[src/rtl/cre_pkg.sv]
package cre_pkg;
  localparam int CAD_W  = 4;
  localparam int NID_W  = 7;
  localparam int PAY_W  = 20;
  localparam int WORD_W = 32;
  localparam int PTR_W  = 8;
  localparam int NCODEC = 2 ** CAD_W;
  localparam int RIDX_W = 4;

  // MSB first: codec, indirect flag, node, payload
  typedef struct packed {
    logic [CAD_W-1:0] cad;
    logic             ind;
    logic [NID_W-1:0] nid;
    logic [PAY_W-1:0] pay;
  } cmd_word_t;

  typedef enum logic [1:0] {F_IDLE, F_WAIT, F_OUT} fetch_st_e;
  typedef enum logic [1:0] {S_IDLE, S_LO, S_HI}    store_st_e;

  localparam logic [RIDX_W-1:0] REG_CMD_BASE = 4'd0;
  localparam logic [RIDX_W-1:0] REG_CMD_WP   = 4'd1;
  localparam logic [RIDX_W-1:0] REG_CMD_CTL  = 4'd2;
  localparam logic [RIDX_W-1:0] REG_RSP_BASE = 4'd3;
  localparam logic [RIDX_W-1:0] REG_RSP_WP   = 4'd4;
  localparam logic [RIDX_W-1:0] REG_THRESH   = 4'd5;
  localparam logic [RIDX_W-1:0] REG_RSP_CTL  = 4'd6;
  localparam logic [RIDX_W-1:0] REG_RSP_STS  = 4'd7;
  localparam logic [RIDX_W-1:0] REG_IMM_CMD  = 4'd8;
  localparam logic [RIDX_W-1:0] REG_IMM_STS  = 4'd9;

  localparam int WP_RST_BIT = 15;
endpackage

[src/rtl/cre_cmd_fetch.sv]
module cre_cmd_fetch
  import cre_pkg::*;
#(
  parameter int AW = 16
) (
  input  logic                 clk_i,
  input  logic                 rst_ni,
  input  logic                 run_i,
  input  logic [AW-1:0]        base_i,
  input  logic [PTR_W-1:0]     wp_i,
  input  logic [PTR_W-1:0]     count_i,
  input  logic [PTR_W-1:0]     thresh_i,
  input  logic                 store_idle_i,
  input  logic                 imm_pend_i,
  input  logic [WORD_W-1:0]    imm_word_i,
  input  logic [NCODEC-1:0]    present_i,
  output logic                 rd_req_o,
  output logic [AW-1:0]        rd_addr_o,
  input  logic [WORD_W-1:0]    rd_data_i,
  output logic                 imm_take_o,
  output logic [PTR_W-1:0]     rp_o,
  output logic                 cmd_valid_o,
  input  logic                 cmd_ready_i,
  output cmd_word_t            cmd_o
);
  fetch_st_e          st_q;
  logic [PTR_W-1:0]   rp_q, rp_nxt;
  cmd_word_t          cmd_q, imm_w, rd_w;
  logic               imm_ok, rd_ok, ring_go;

  assign imm_w   = cmd_word_t'(imm_word_i);
  assign rd_w    = cmd_word_t'(rd_data_i);
  assign imm_ok  = !imm_w.ind && present_i[imm_w.cad];
  assign rd_ok   = !rd_w.ind && present_i[rd_w.cad];
  assign rp_nxt  = rp_q + 1'b1;
  assign ring_go = run_i && (rp_q != wp_i) && (count_i != thresh_i) && store_idle_i;

  assign imm_take_o  = (st_q == F_IDLE) && imm_pend_i;
  assign rd_req_o    = (st_q == F_IDLE) && !imm_pend_i && ring_go;
  assign rd_addr_o   = base_i + AW'(rp_nxt);
  assign rp_o        = rp_q;
  assign cmd_valid_o = (st_q == F_OUT);
  assign cmd_o       = cmd_q;

  always_ff @(posedge clk_i or negedge rst_ni) begin
    if (!rst_ni) begin
      st_q  <= F_IDLE;
      rp_q  <= '0;
      cmd_q <= '0;
    end else begin
      unique case (st_q)
        F_IDLE: begin
          if (imm_take_o) begin
            if (imm_ok) begin
              cmd_q <= imm_w;
              st_q  <= F_OUT;
            end
          end else if (rd_req_o) begin
            rp_q <= rp_nxt;
            st_q <= F_WAIT;
          end
        end
        F_WAIT: begin
          if (rd_ok) begin
            cmd_q <= rd_w;
            st_q  <= F_OUT;
          end else begin
            st_q <= F_IDLE;
          end
        end
        F_OUT: if (cmd_ready_i) st_q <= F_IDLE;
        default: st_q <= F_IDLE;
      endcase
    end
  end
endmodule

[src/rtl/cre_rsp_store.sv]
module cre_rsp_store
  import cre_pkg::*;
#(
  parameter int AW = 16
) (
  input  logic                 clk_i,
  input  logic                 rst_ni,
  input  logic [AW-1:0]        base_i,
  input  logic                 dma_en_i,
  input  logic                 irq_en_i,
  input  logic [PTR_W-1:0]     thresh_i,
  input  logic                 ring_empty_i,
  input  logic                 wp_rst_i,
  input  logic                 irq_clr_i,
  input  logic                 imm_set_i,
  input  logic                 imm_clr_i,
  input  logic                 imm_vclr_i,
  input  logic                 imm_take_i,
  input  logic                 rsp_valid_i,
  output logic                 rsp_ready_o,
  input  logic [WORD_W-1:0]    rsp_data_i,
  input  logic                 rsp_unsol_i,
  input  logic [CAD_W-1:0]     rsp_codec_i,
  output logic                 wr_req_o,
  output logic [AW-1:0]        wr_addr_o,
  output logic [WORD_W-1:0]    wr_data_o,
  output logic                 idle_o,
  output logic [PTR_W-1:0]     wp_o,
  output logic [PTR_W-1:0]     count_o,
  output logic                 irq_o,
  output logic                 imm_busy_o,
  output logic                 imm_pend_o,
  output logic                 imm_valid_o,
  output logic [CAD_W-1:0]     imm_cad_o,
  output logic [WORD_W-1:0]    imm_rsp_o
);
  store_st_e           st_q;
  logic [PTR_W-1:0]    wp_q, cnt_q, cnt_nxt, slot_idx;
  logic                irq_q, unsol_q, busy_q, sent_q, ivalid_q;
  logic [CAD_W-1:0]    cad_q, icad_q;
  logic [WORD_W-1:0]   rsp_q, irsp_q;
  logic [AW-1:0]       slot_addr;

  assign cnt_nxt   = cnt_q + 1'b1;
  assign slot_idx  = wp_q + 1'b1;
  assign slot_addr = base_i + (AW'(slot_idx) << 1);

  assign rsp_ready_o = (st_q == S_IDLE);
  assign idle_o      = (st_q == S_IDLE);
  assign wr_req_o    = (st_q == S_LO) || (st_q == S_HI);
  assign wr_addr_o   = (st_q == S_HI) ? slot_addr + AW'(1) : slot_addr;
  // second word: unsolicited flag at bit 4, codec below it
  assign wr_data_o   = (st_q == S_HI) ? WORD_W'({unsol_q, cad_q}) : rsp_q;

  assign wp_o        = wp_q;
  assign count_o     = cnt_q;
  assign irq_o       = irq_q;
  assign imm_busy_o  = busy_q;
  assign imm_pend_o  = busy_q && !sent_q;
  assign imm_valid_o = ivalid_q;
  assign imm_cad_o   = icad_q;
  assign imm_rsp_o   = irsp_q;

  always_ff @(posedge clk_i or negedge rst_ni) begin
    if (!rst_ni) begin
      st_q     <= S_IDLE;
      wp_q     <= '0;
      cnt_q    <= '0;
      irq_q    <= 1'b0;
      rsp_q    <= '0;
      unsol_q  <= 1'b0;
      cad_q    <= '0;
      busy_q   <= 1'b0;
      sent_q   <= 1'b0;
      ivalid_q <= 1'b0;
      icad_q   <= '0;
      irsp_q   <= '0;
    end else begin
      if (imm_take_i) sent_q <= 1'b1;
      if (imm_set_i) begin
        busy_q <= 1'b1;
        sent_q <= 1'b0;
      end
      if (imm_clr_i)  busy_q   <= 1'b0;
      if (imm_vclr_i) ivalid_q <= 1'b0;
      if (irq_clr_i && irq_q) begin
        irq_q <= 1'b0;
        cnt_q <= '0;
      end
      unique case (st_q)
        S_IDLE: begin
          if (rsp_valid_i) begin
            if (busy_q) begin
              irsp_q   <= rsp_data_i;
              icad_q   <= rsp_codec_i;
              busy_q   <= 1'b0;
              ivalid_q <= 1'b1;
            end else if (dma_en_i) begin
              rsp_q   <= rsp_data_i;
              unsol_q <= rsp_unsol_i;
              cad_q   <= rsp_codec_i;
              st_q    <= S_LO;
            end
          end
        end
        S_LO: st_q <= S_HI;
        S_HI: begin
          st_q  <= S_IDLE;
          wp_q  <= slot_idx;
          cnt_q <= cnt_nxt;
          if (irq_en_i && ((cnt_nxt == thresh_i) || ring_empty_i)) irq_q <= 1'b1;
        end
        default: st_q <= S_IDLE;
      endcase
      if (wp_rst_i) wp_q <= '0;
    end
  end
endmodule

[src/rtl/cre_ring_engine.sv]
module cre_ring_engine
  import cre_pkg::*;
#(
  parameter int AW = 16
) (
  input  logic                 clk_i,
  input  logic                 rst_ni,
  input  logic                 reg_we_i,
  input  logic [RIDX_W-1:0]    reg_addr_i,
  input  logic [WORD_W-1:0]    reg_wdata_i,
  input  logic [NCODEC-1:0]    codec_present_i,
  output logic                 mem_req_o,
  output logic                 mem_we_o,
  output logic [AW-1:0]        mem_addr_o,
  output logic [WORD_W-1:0]    mem_wdata_o,
  input  logic [WORD_W-1:0]    mem_rdata_i,
  output logic                 cmd_valid_o,
  input  logic                 cmd_ready_i,
  output logic [CAD_W-1:0]     cmd_codec_o,
  output logic [NID_W-1:0]     cmd_node_o,
  output logic [PAY_W-1:0]     cmd_payload_o,
  input  logic                 rsp_valid_i,
  output logic                 rsp_ready_o,
  input  logic [WORD_W-1:0]    rsp_data_i,
  input  logic                 rsp_unsol_i,
  input  logic [CAD_W-1:0]     rsp_codec_i,
  output logic [PTR_W-1:0]     cmd_rp_o,
  output logic [PTR_W-1:0]     rsp_wp_o,
  output logic                 rsp_irq_o,
  output logic [7:0]           imm_sts_o,
  output logic [WORD_W-1:0]    imm_rsp_o
);
  logic [AW-1:0]      cmd_base_q, rsp_base_q;
  logic [PTR_W-1:0]   cmd_wp_q, thresh_q, count;
  logic               run_q, irq_en_q, dma_en_q;
  logic [WORD_W-1:0]  imm_cmd_q;
  logic               wp_rst, irq_clr, imm_set, imm_clr, imm_vclr;
  logic               rd_req, wr_req, store_idle, imm_take, imm_pend;
  logic               imm_busy, imm_valid;
  logic [CAD_W-1:0]   imm_cad;
  logic [AW-1:0]      rd_addr, wr_addr;
  logic [WORD_W-1:0]  wr_data;
  cmd_word_t          cmd;

  always_ff @(posedge clk_i or negedge rst_ni) begin
    if (!rst_ni) begin
      cmd_base_q <= '0;
      rsp_base_q <= '0;
      cmd_wp_q   <= '0;
      thresh_q   <= '0;
      run_q      <= 1'b0;
      irq_en_q   <= 1'b0;
      dma_en_q   <= 1'b0;
      imm_cmd_q  <= '0;
    end else if (reg_we_i) begin
      unique case (reg_addr_i)
        REG_CMD_BASE: cmd_base_q <= reg_wdata_i[AW-1:0];
        REG_CMD_WP:   cmd_wp_q   <= reg_wdata_i[PTR_W-1:0];
        REG_CMD_CTL:  run_q      <= reg_wdata_i[0];
        REG_RSP_BASE: rsp_base_q <= reg_wdata_i[AW-1:0];
        REG_THRESH:   thresh_q   <= reg_wdata_i[PTR_W-1:0];
        REG_RSP_CTL: begin
          irq_en_q <= reg_wdata_i[0];
          dma_en_q <= reg_wdata_i[1];
        end
        REG_IMM_CMD:  imm_cmd_q  <= reg_wdata_i;
        default: ;
      endcase
    end
  end

  assign wp_rst   = reg_we_i && (reg_addr_i == REG_RSP_WP)  && reg_wdata_i[WP_RST_BIT];
  assign irq_clr  = reg_we_i && (reg_addr_i == REG_RSP_STS) && reg_wdata_i[0];
  assign imm_set  = reg_we_i && (reg_addr_i == REG_IMM_STS) && reg_wdata_i[0];
  assign imm_clr  = reg_we_i && (reg_addr_i == REG_IMM_STS) && !reg_wdata_i[0];
  assign imm_vclr = reg_we_i && (reg_addr_i == REG_IMM_STS) && reg_wdata_i[1];

  cre_cmd_fetch #(.AW(AW)) i_fetch (
    .clk_i        (clk_i),
    .rst_ni       (rst_ni),
    .run_i        (run_q),
    .base_i       (cmd_base_q),
    .wp_i         (cmd_wp_q),
    .count_i      (count),
    .thresh_i     (thresh_q),
    .store_idle_i (store_idle),
    .imm_pend_i   (imm_pend),
    .imm_word_i   (imm_cmd_q),
    .present_i    (codec_present_i),
    .rd_req_o     (rd_req),
    .rd_addr_o    (rd_addr),
    .rd_data_i    (mem_rdata_i),
    .imm_take_o   (imm_take),
    .rp_o         (cmd_rp_o),
    .cmd_valid_o  (cmd_valid_o),
    .cmd_ready_i  (cmd_ready_i),
    .cmd_o        (cmd)
  );

  cre_rsp_store #(.AW(AW)) i_store (
    .clk_i        (clk_i),
    .rst_ni       (rst_ni),
    .base_i       (rsp_base_q),
    .dma_en_i     (dma_en_q),
    .irq_en_i     (irq_en_q),
    .thresh_i     (thresh_q),
    .ring_empty_i (cmd_rp_o == cmd_wp_q),
    .wp_rst_i     (wp_rst),
    .irq_clr_i    (irq_clr),
    .imm_set_i    (imm_set),
    .imm_clr_i    (imm_clr),
    .imm_vclr_i   (imm_vclr),
    .imm_take_i   (imm_take),
    .rsp_valid_i  (rsp_valid_i),
    .rsp_ready_o  (rsp_ready_o),
    .rsp_data_i   (rsp_data_i),
    .rsp_unsol_i  (rsp_unsol_i),
    .rsp_codec_i  (rsp_codec_i),
    .wr_req_o     (wr_req),
    .wr_addr_o    (wr_addr),
    .wr_data_o    (wr_data),
    .idle_o       (store_idle),
    .wp_o         (rsp_wp_o),
    .count_o      (count),
    .irq_o        (rsp_irq_o),
    .imm_busy_o   (imm_busy),
    .imm_pend_o   (imm_pend),
    .imm_valid_o  (imm_valid),
    .imm_cad_o    (imm_cad),
    .imm_rsp_o    (imm_rsp_o)
  );

  // fetch reads only while the store side is idle, so the port never collides
  assign mem_req_o   = rd_req || wr_req;
  assign mem_we_o    = wr_req;
  assign mem_addr_o  = wr_req ? wr_addr : rd_addr;
  assign mem_wdata_o = wr_data;

  assign cmd_codec_o   = cmd.cad;
  assign cmd_node_o    = cmd.nid;
  assign cmd_payload_o = cmd.pay;
  assign imm_sts_o     = {imm_cad, 2'b00, imm_valid, imm_busy};
endmodule

[config.mk]
export PLATFORM = sky130hd
export DESIGN_NAME = cre_ring_engine
export DESIGN_NICKNAME = d
export VERILOG_FILES = /design/src/rtl/cre_pkg.sv /design/src/rtl/cre_cmd_fetch.sv /design/src/rtl/cre_rsp_store.sv /design/src/rtl/cre_ring_engine.sv
export SDC_FILE = /design/constraint.sdc
export NUM_CORES = 1
export LEC_CHECK = 0
export ABC_CLOCK_PERIOD_IN_PS = 3600
export BUFFER_PORTS_ARGS = -buffer_cell sky130_fd_sc_hd__clkbuf_2
export CORE_AREA = 2 2 145 147
export CTS_BUF_LIST = sky130_fd_sc_hd__clkbuf_8
export CTS_CLUSTER_SIZE = 40
export DETAILED_ROUTE_END_ITERATION = 12
export DIE_AREA = 0 0 147 149
export GPL_TIMING_DRIVEN = 0
export PLACE_DENSITY = 0.88
export SYNTH_ARGS = -nofsm -noshare
export SYNTH_HDL_FRONTEND = slang
export SYNTH_SLANG_ARGS = --single-unit
[constraint.sdc]
create_clock -name clk_i -period 3.6 [get_ports clk_i]
set_input_delay 0.36 -clock clk_i [delete_from_list [all_inputs] [get_ports clk_i]]
set_output_delay 0.36 -clock clk_i [all_outputs]
set_load 0.1 [all_outputs]
======== After elaboration in Yosys (flattened, before gate mapping) ========
Index checks and enable logic that the tools add are counted.
word-level totals
  register bits ........................... 219
  input port bits ......................... 126
  output and inout bits ................... 140
  word-level logic and storage cells ...... 147
operators by class
  add/subtract/negate cells ............... 6
  $lt $le $gt $ge ......................... 2
  equality and inequality tests ........... 26
  multiplexer cells ....................... 39
  bitwise operators ....................... 2
  reduce and logical (&&, ||, !) cells .... 47
operators with widths
  cell                     count
  $mux W32                 4
  $pmux W32 S2             1
  $mux W16                 2
  $mux W8                  4
  $add A8 B1 Y8 const B    3
  $logic_and A1 B1 Y1      19
  $add A16 B1 Y16 const B  1
  $add A16 B8 Y16          1
  $add A16 B9 Y16          1
  $eq A4 B3 Y1 const B     4
  $eq A8 B8 Y1             2
  $mux W1                  16
  $mux W2                  8
  $ne A8 B8 Y1             2
  $reduce_and A2 Y1        7
  $reduce_and A3 Y1        4
  $lt A4 B5 Y1 const B     2
  $bmux W1 S4              2
  $eq A4 B2 Y1 const B     2
  $eq A4 B4 Y1 const B     2
  $ne A2 B1 Y1 const B     4
  $reduce_and A4 Y1        2
  $reduce_bool A2 Y1       4
  $ne A2 B2 Y1 const B     3
  12 further kinds         22

======== Longest topological paths before layout ========
  depth in word-level cells ............... 8
  gate-level depth with buffers ........... 13
  depth with buffers taken out ............ 12

======== By module ========
From an unflattened synthesis, not the netlist that was laid out.
second synthesis, totals
  cells, all modules ...................... 923
  area, all modules ....................... 11836.4 um2
by module, submodules not included
  module           times used  cells each  area an instance (um2)  seq. area each (um2)
  cre_rsp_store    1           431         5094.9                  2377.3
  cre_ring_engine  1           230         3687.3                  2077.0
  cre_cmd_fetch    1           262         3054.2                  1051.0

======== Worst setup path before layout ========
No wires, ideal clock.
  path kind ............................... reg2out
  start point ............................. reg i_store.wp_q[0], in the netlist i_store.wp_o[0]
  end point ............................... out mem_addr_o[11]
  data arrival time ....................... 5.625 ns
  required time ........................... 3.240 ns
  setup slack ............................. -2.385 ns
  stages on the path, launching flop included .. 12
  buffers on the path ..................... 0
  cell sequence ........................... dfrtp_1 > ha_1 > nand3_1 > xnor2_1 > ha_1 > a21o_1 > a221oi_1 > xnor2_1 > nand4_2 > nor4b_2 > nor3_1 > o31ai_1
between the ends
  cells in the longest elaborated chain, start to end .. 5
ends and longest elaborated chain
  element                 RTL line                RTL
  from (decl)             cre_rsp_store.sv:38     logic [PTR_W-1:0] wp_q, cnt_q, cnt_nxt, slot_idx;
  from (signal assigned)  cre_rsp_store.sv:109    wp_q <= slot_idx;
  $add A8 B1 Y8 (*)       cre_rsp_store.sv:45     assign slot_idx = wp_q + 1'b1;
  $add A16 B9 Y16 (*)     cre_rsp_store.sv:46     assign slot_addr = base_i + (AW'(slot_idx) << 1);
  $add A16 B1 Y16         cre_rsp_store.sv:51     assign wr_addr_o = (st_q == S_HI) ? slot_addr + AW'(1) : slot_addr;
  $mux W16 (*)            cre_rsp_store.sv:51
  $mux W16 (*)            cre_ring_engine.sv:136  assign mem_addr_o = wr_req ? wr_addr : rd_addr;
  to (decl)               cre_ring_engine.sv:14   output logic [AW-1:0] mem_addr_o,
Every way passes the cells marked *; elsewhere a longest branch is shown, timed or not.

======== Worst setup path after layout ========
  start point ............................. reg i_store.wp_q[1], in the netlist i_store.wp_o[1]
  end point ............................... out mem_addr_o[15]
The elaborated chain is that of the path after synthesis.

==> impl_metrics.env <==
export IMPL_status="finished with violations"
export IMPL_violations="setup timing"
export IMPL_synthCells=954
export IMPL_dr_pass1_iters=5
export IMPL_routed_via_density=5.57
export IMPL_root_buffer="clkbuf_8"
export IMPL_setup_tns_ns=-4.26
export IMPL_grt_pass1_wl_um=48400
export IMPL_max_freq_ghz=0.234
export IMPL_antenna_found_initial=3
export IMPL_synth_area_um2=11300
export IMPL_die_x_um=147
export IMPL_layout_min_cycle_time_ns=4.28
export IMPL_gp_congestion=0.865
export IMPL_ant_nets=0
export IMPL_numCtsBuffers=37
export IMPL_slew_violations=0
export IMPL_endpoint_kind="primary output"
export IMPL_grt_usage=0.278
export IMPL_drtIter0Drc=453
export IMPL_grt_pass1_vias=9455
export IMPL_synth_main_ff_cell="dfrtp_1"
export IMPL_numClockSinks=219
export IMPL_wl_per_cell_um=19.3
export IMPL_die_area_um2=21900
export IMPL_ys_ff_latch=219
export IMPL_area_delta_synth_final_pct=30.5
export IMPL_fin_nets=1450
export IMPL_fp_coreArea_um2=20600
export IMPL_timing_hold_ws_ns=0.0582
export IMPL_yosysWarnings=0
export IMPL_clk_pin_slew_ns=0.06
export IMPL_pin_count=266
export IMPL_route_vias_total=8907
export IMPL_slew_headroom=0.459
export IMPL_clock_tree_buffer_depth=3
export IMPL_multi_input_area_um2=6010
export IMPL_grt_start_max_net_pins=103
export IMPL_synthArstFlopShare=1.00
export IMPL_cts_tree="built"
export IMPL_crit_path_start_kind="register"
export IMPL_worstPathRequired_ns=3.24
export IMPL_drive_above_1_share=0.472
export IMPL_synth_distinct_cells=67
export IMPL_tightest_slew_ns=0.800
export IMPL_gr_total_overflow=0
export IMPL_drc_errors=0
export IMPL_hp_class="in2reg"
export IMPL_wirelength_um=30900
export IMPL_seq_area_um2=5510
export IMPL_maxCapViolations=0
export IMPL_start_util=0.548
export IMPL_arrival_ns=3.92
export IMPL_finalWorstSetupSlack_ns=-0.681
export IMPL_clk_latency_ns=0.53
export IMPL_fp_dieH_um=149
export IMPL_rsz0062_at_grt="true"
export IMPL_stdcell_count=1600
export IMPL_rows=53
export IMPL_critical_path_class="reg2out"
export IMPL_dp_cells=1493
export IMPL_hold_viol=0
export IMPL_final_setup_viol_count=11
export IMPL_synth_edff_count=0
export IMPL_cp_max_fo=5
export IMPL_post_synth_cell_area_avg_um2=11.8
export IMPL_fill_cells=1347
export IMPL_htreeDepth=2
export IMPL_period_share=1.19
export IMPL_dp_hpwl_um=21700
export IMPL_fin_skew_ns=0.0229
export IMPL_yosysSeqAreaShare=0.486
export IMPL_io_buffer_count=261
-- through the flow --
step                utilization  setup WS (ns)  area (um^2)
global placement          0.640          -2.94        13100
CTS                       0.705         -0.512        14500
floorplan                     -         -0.620        11500
detailed placement        0.643         -0.426        13200
global route              0.715         -0.831        14700
finish                    0.715         -0.681        14700
-- path summary, 6_finish.rpt --
kind / end / cells past startpoint / slack [ns] / start
max: mem_addr_o[15] / 12 / -0.68 / i_store.wp_o[1]$_DFFE_PN0P_
min: imm_cmd_q[16]$_DFFE_PN0P_ / 2 / 0.06 / reg_wdata_i[16]
max reg2reg: i_fetch.cmd_o[12]$_DFFE_PN0P_ / 8 / 1.18 / imm_cmd_q[28]$_DFFE_PN0P_
min reg2reg: i_store.imm_valid_o$_DFF_PN0_ / 2 / 0.49 / i_store.imm_valid_o$_DFF_PN0_
max in group asynchronous: i_store.imm_cad_o[2]$_DFFE_PN0P_ / 4 / 2.03 / rst_ni
min in group asynchronous: i_fetch.cmd_o[13]$_DFFE_PN0P_ / 2 / 0.32 / rst_ni
-- flip-flops by register name, summed over array words and instances, names as in the netlist, 16 cells and up --
register	cells
i_store.imm_rsp_o	32
cmd_base_q	16
rsp_base_q	16
i_store.rsp_q	32
imm_cmd_q	32
i_fetch.cmd_o	31
-- routing by layer --
layer,track usage,wire (um),share of wire
met3,0.0817,2370,0.077
met4,0.104,1040,0.034
met5,0,13,0.00042
met1,0.326,11700,0.38
met2,0.488,15700,0.51
-- critical path: stages, from the launching register on --
cell and delay [ns]:
dfrtp_4 0.50, and3_4 0.20, xor2_1 0.16, ha_1 0.40, o211ai_1 0.21, o211ai_1 0.48, buf_4 0.19, a21o_1 0.18
a31oi_4 0.12, a2111oi_4 0.39, nor2_2 0.09, a221oi_4 0.23, clkbuf_16 0.25
-- cell usage after synthesis, drive strengths merged, types with 3 or more instances --
master / number / area (um^2)
a211oi: 5 / 47.5
a21o: 9 / 67.6
a21oi: 63 / 315
a221oi: 3 / 38.8
a22o: 4 / 35.0
a31oi: 4 / 31.3
and3: 14 / 87.6
and4: 4 / 35.0
buf: 15 / 87.6
clkbuf: 31 / 118
dfrtp: 219 / 5480
ha: 25 / 313
inv: 12 / 45.0
mux2: 162 / 1820
mux2i: 37 / 370
mux4: 10 / 225
nand2: 41 / 154
nand2b: 4 / 25.0
nand3: 14 / 82.6
nand3b: 5 / 37.5
nand4: 9 / 68.8
nor2: 77 / 289
nor2b: 31 / 194
nor3: 13 / 70.1
nor3b: 6 / 55.1
nor4b: 4 / 56.3
o211ai: 5 / 37.5
o21ai: 16 / 80.1
o31ai: 4 / 30.0
or2: 4 / 25.0
or3: 3 / 18.8
xnor2: 49 / 429
xor2: 30 / 263
-- area by class of cell --
type,count,share of cell area
tap,275,0.0234
clock buffer,43,0.0402
sequential,219,0.374
clock inverter,22,0.00706
inverter,12,0.00306
timing repair buffer,303,0.128
antenna,2,0.000340
buffer,46,0.0140
multi-input combinational,678,0.409
-- layout by cell type (no fill, tap or decap), drive strengths merged, types with 6 or more instances in the layout --
cell type / n
mux2i: 37
nor2b: 31
buf: 60
nand3: 14
nor3: 13
and3: 14
nor2: 77
mux4: 10
a21oi: 63
clkbuf: 331
ha: 25
mux2: 162
xor2: 30
inv: 28
a21o: 9
nand2: 41
nand4: 9
nor3b: 6
o21ai: 16
dfrtp: 219
xnor2: 49
-- timing repair --
item,in CTS,in global routing
hold buffers,1,0
setup buffers,26,14
pin swaps,28,20
gates resized for setup,61,31
hold endpoints to repair,47,0
setup endpoints to repair,12,13
-- kinds of logic after synthesis --
kind of cell             after synthesis  synth area share
XOR/XNOR                              79            0.0614
AO/OA/AOI/OAI                        125            0.0722
buffers and inverters                 58            0.0222
flip-flops                           219             0.486
AND/OR/NAND/NOR                      236             0.111
multiplexers                         209             0.215
other                                  1          0.000333
adder cells (fa/ha/maj)               27            0.0313
Power is left out: the tool's default activity adds up to more than one toggle a clock period on the data nets, which glitch-free logic cannot reach.
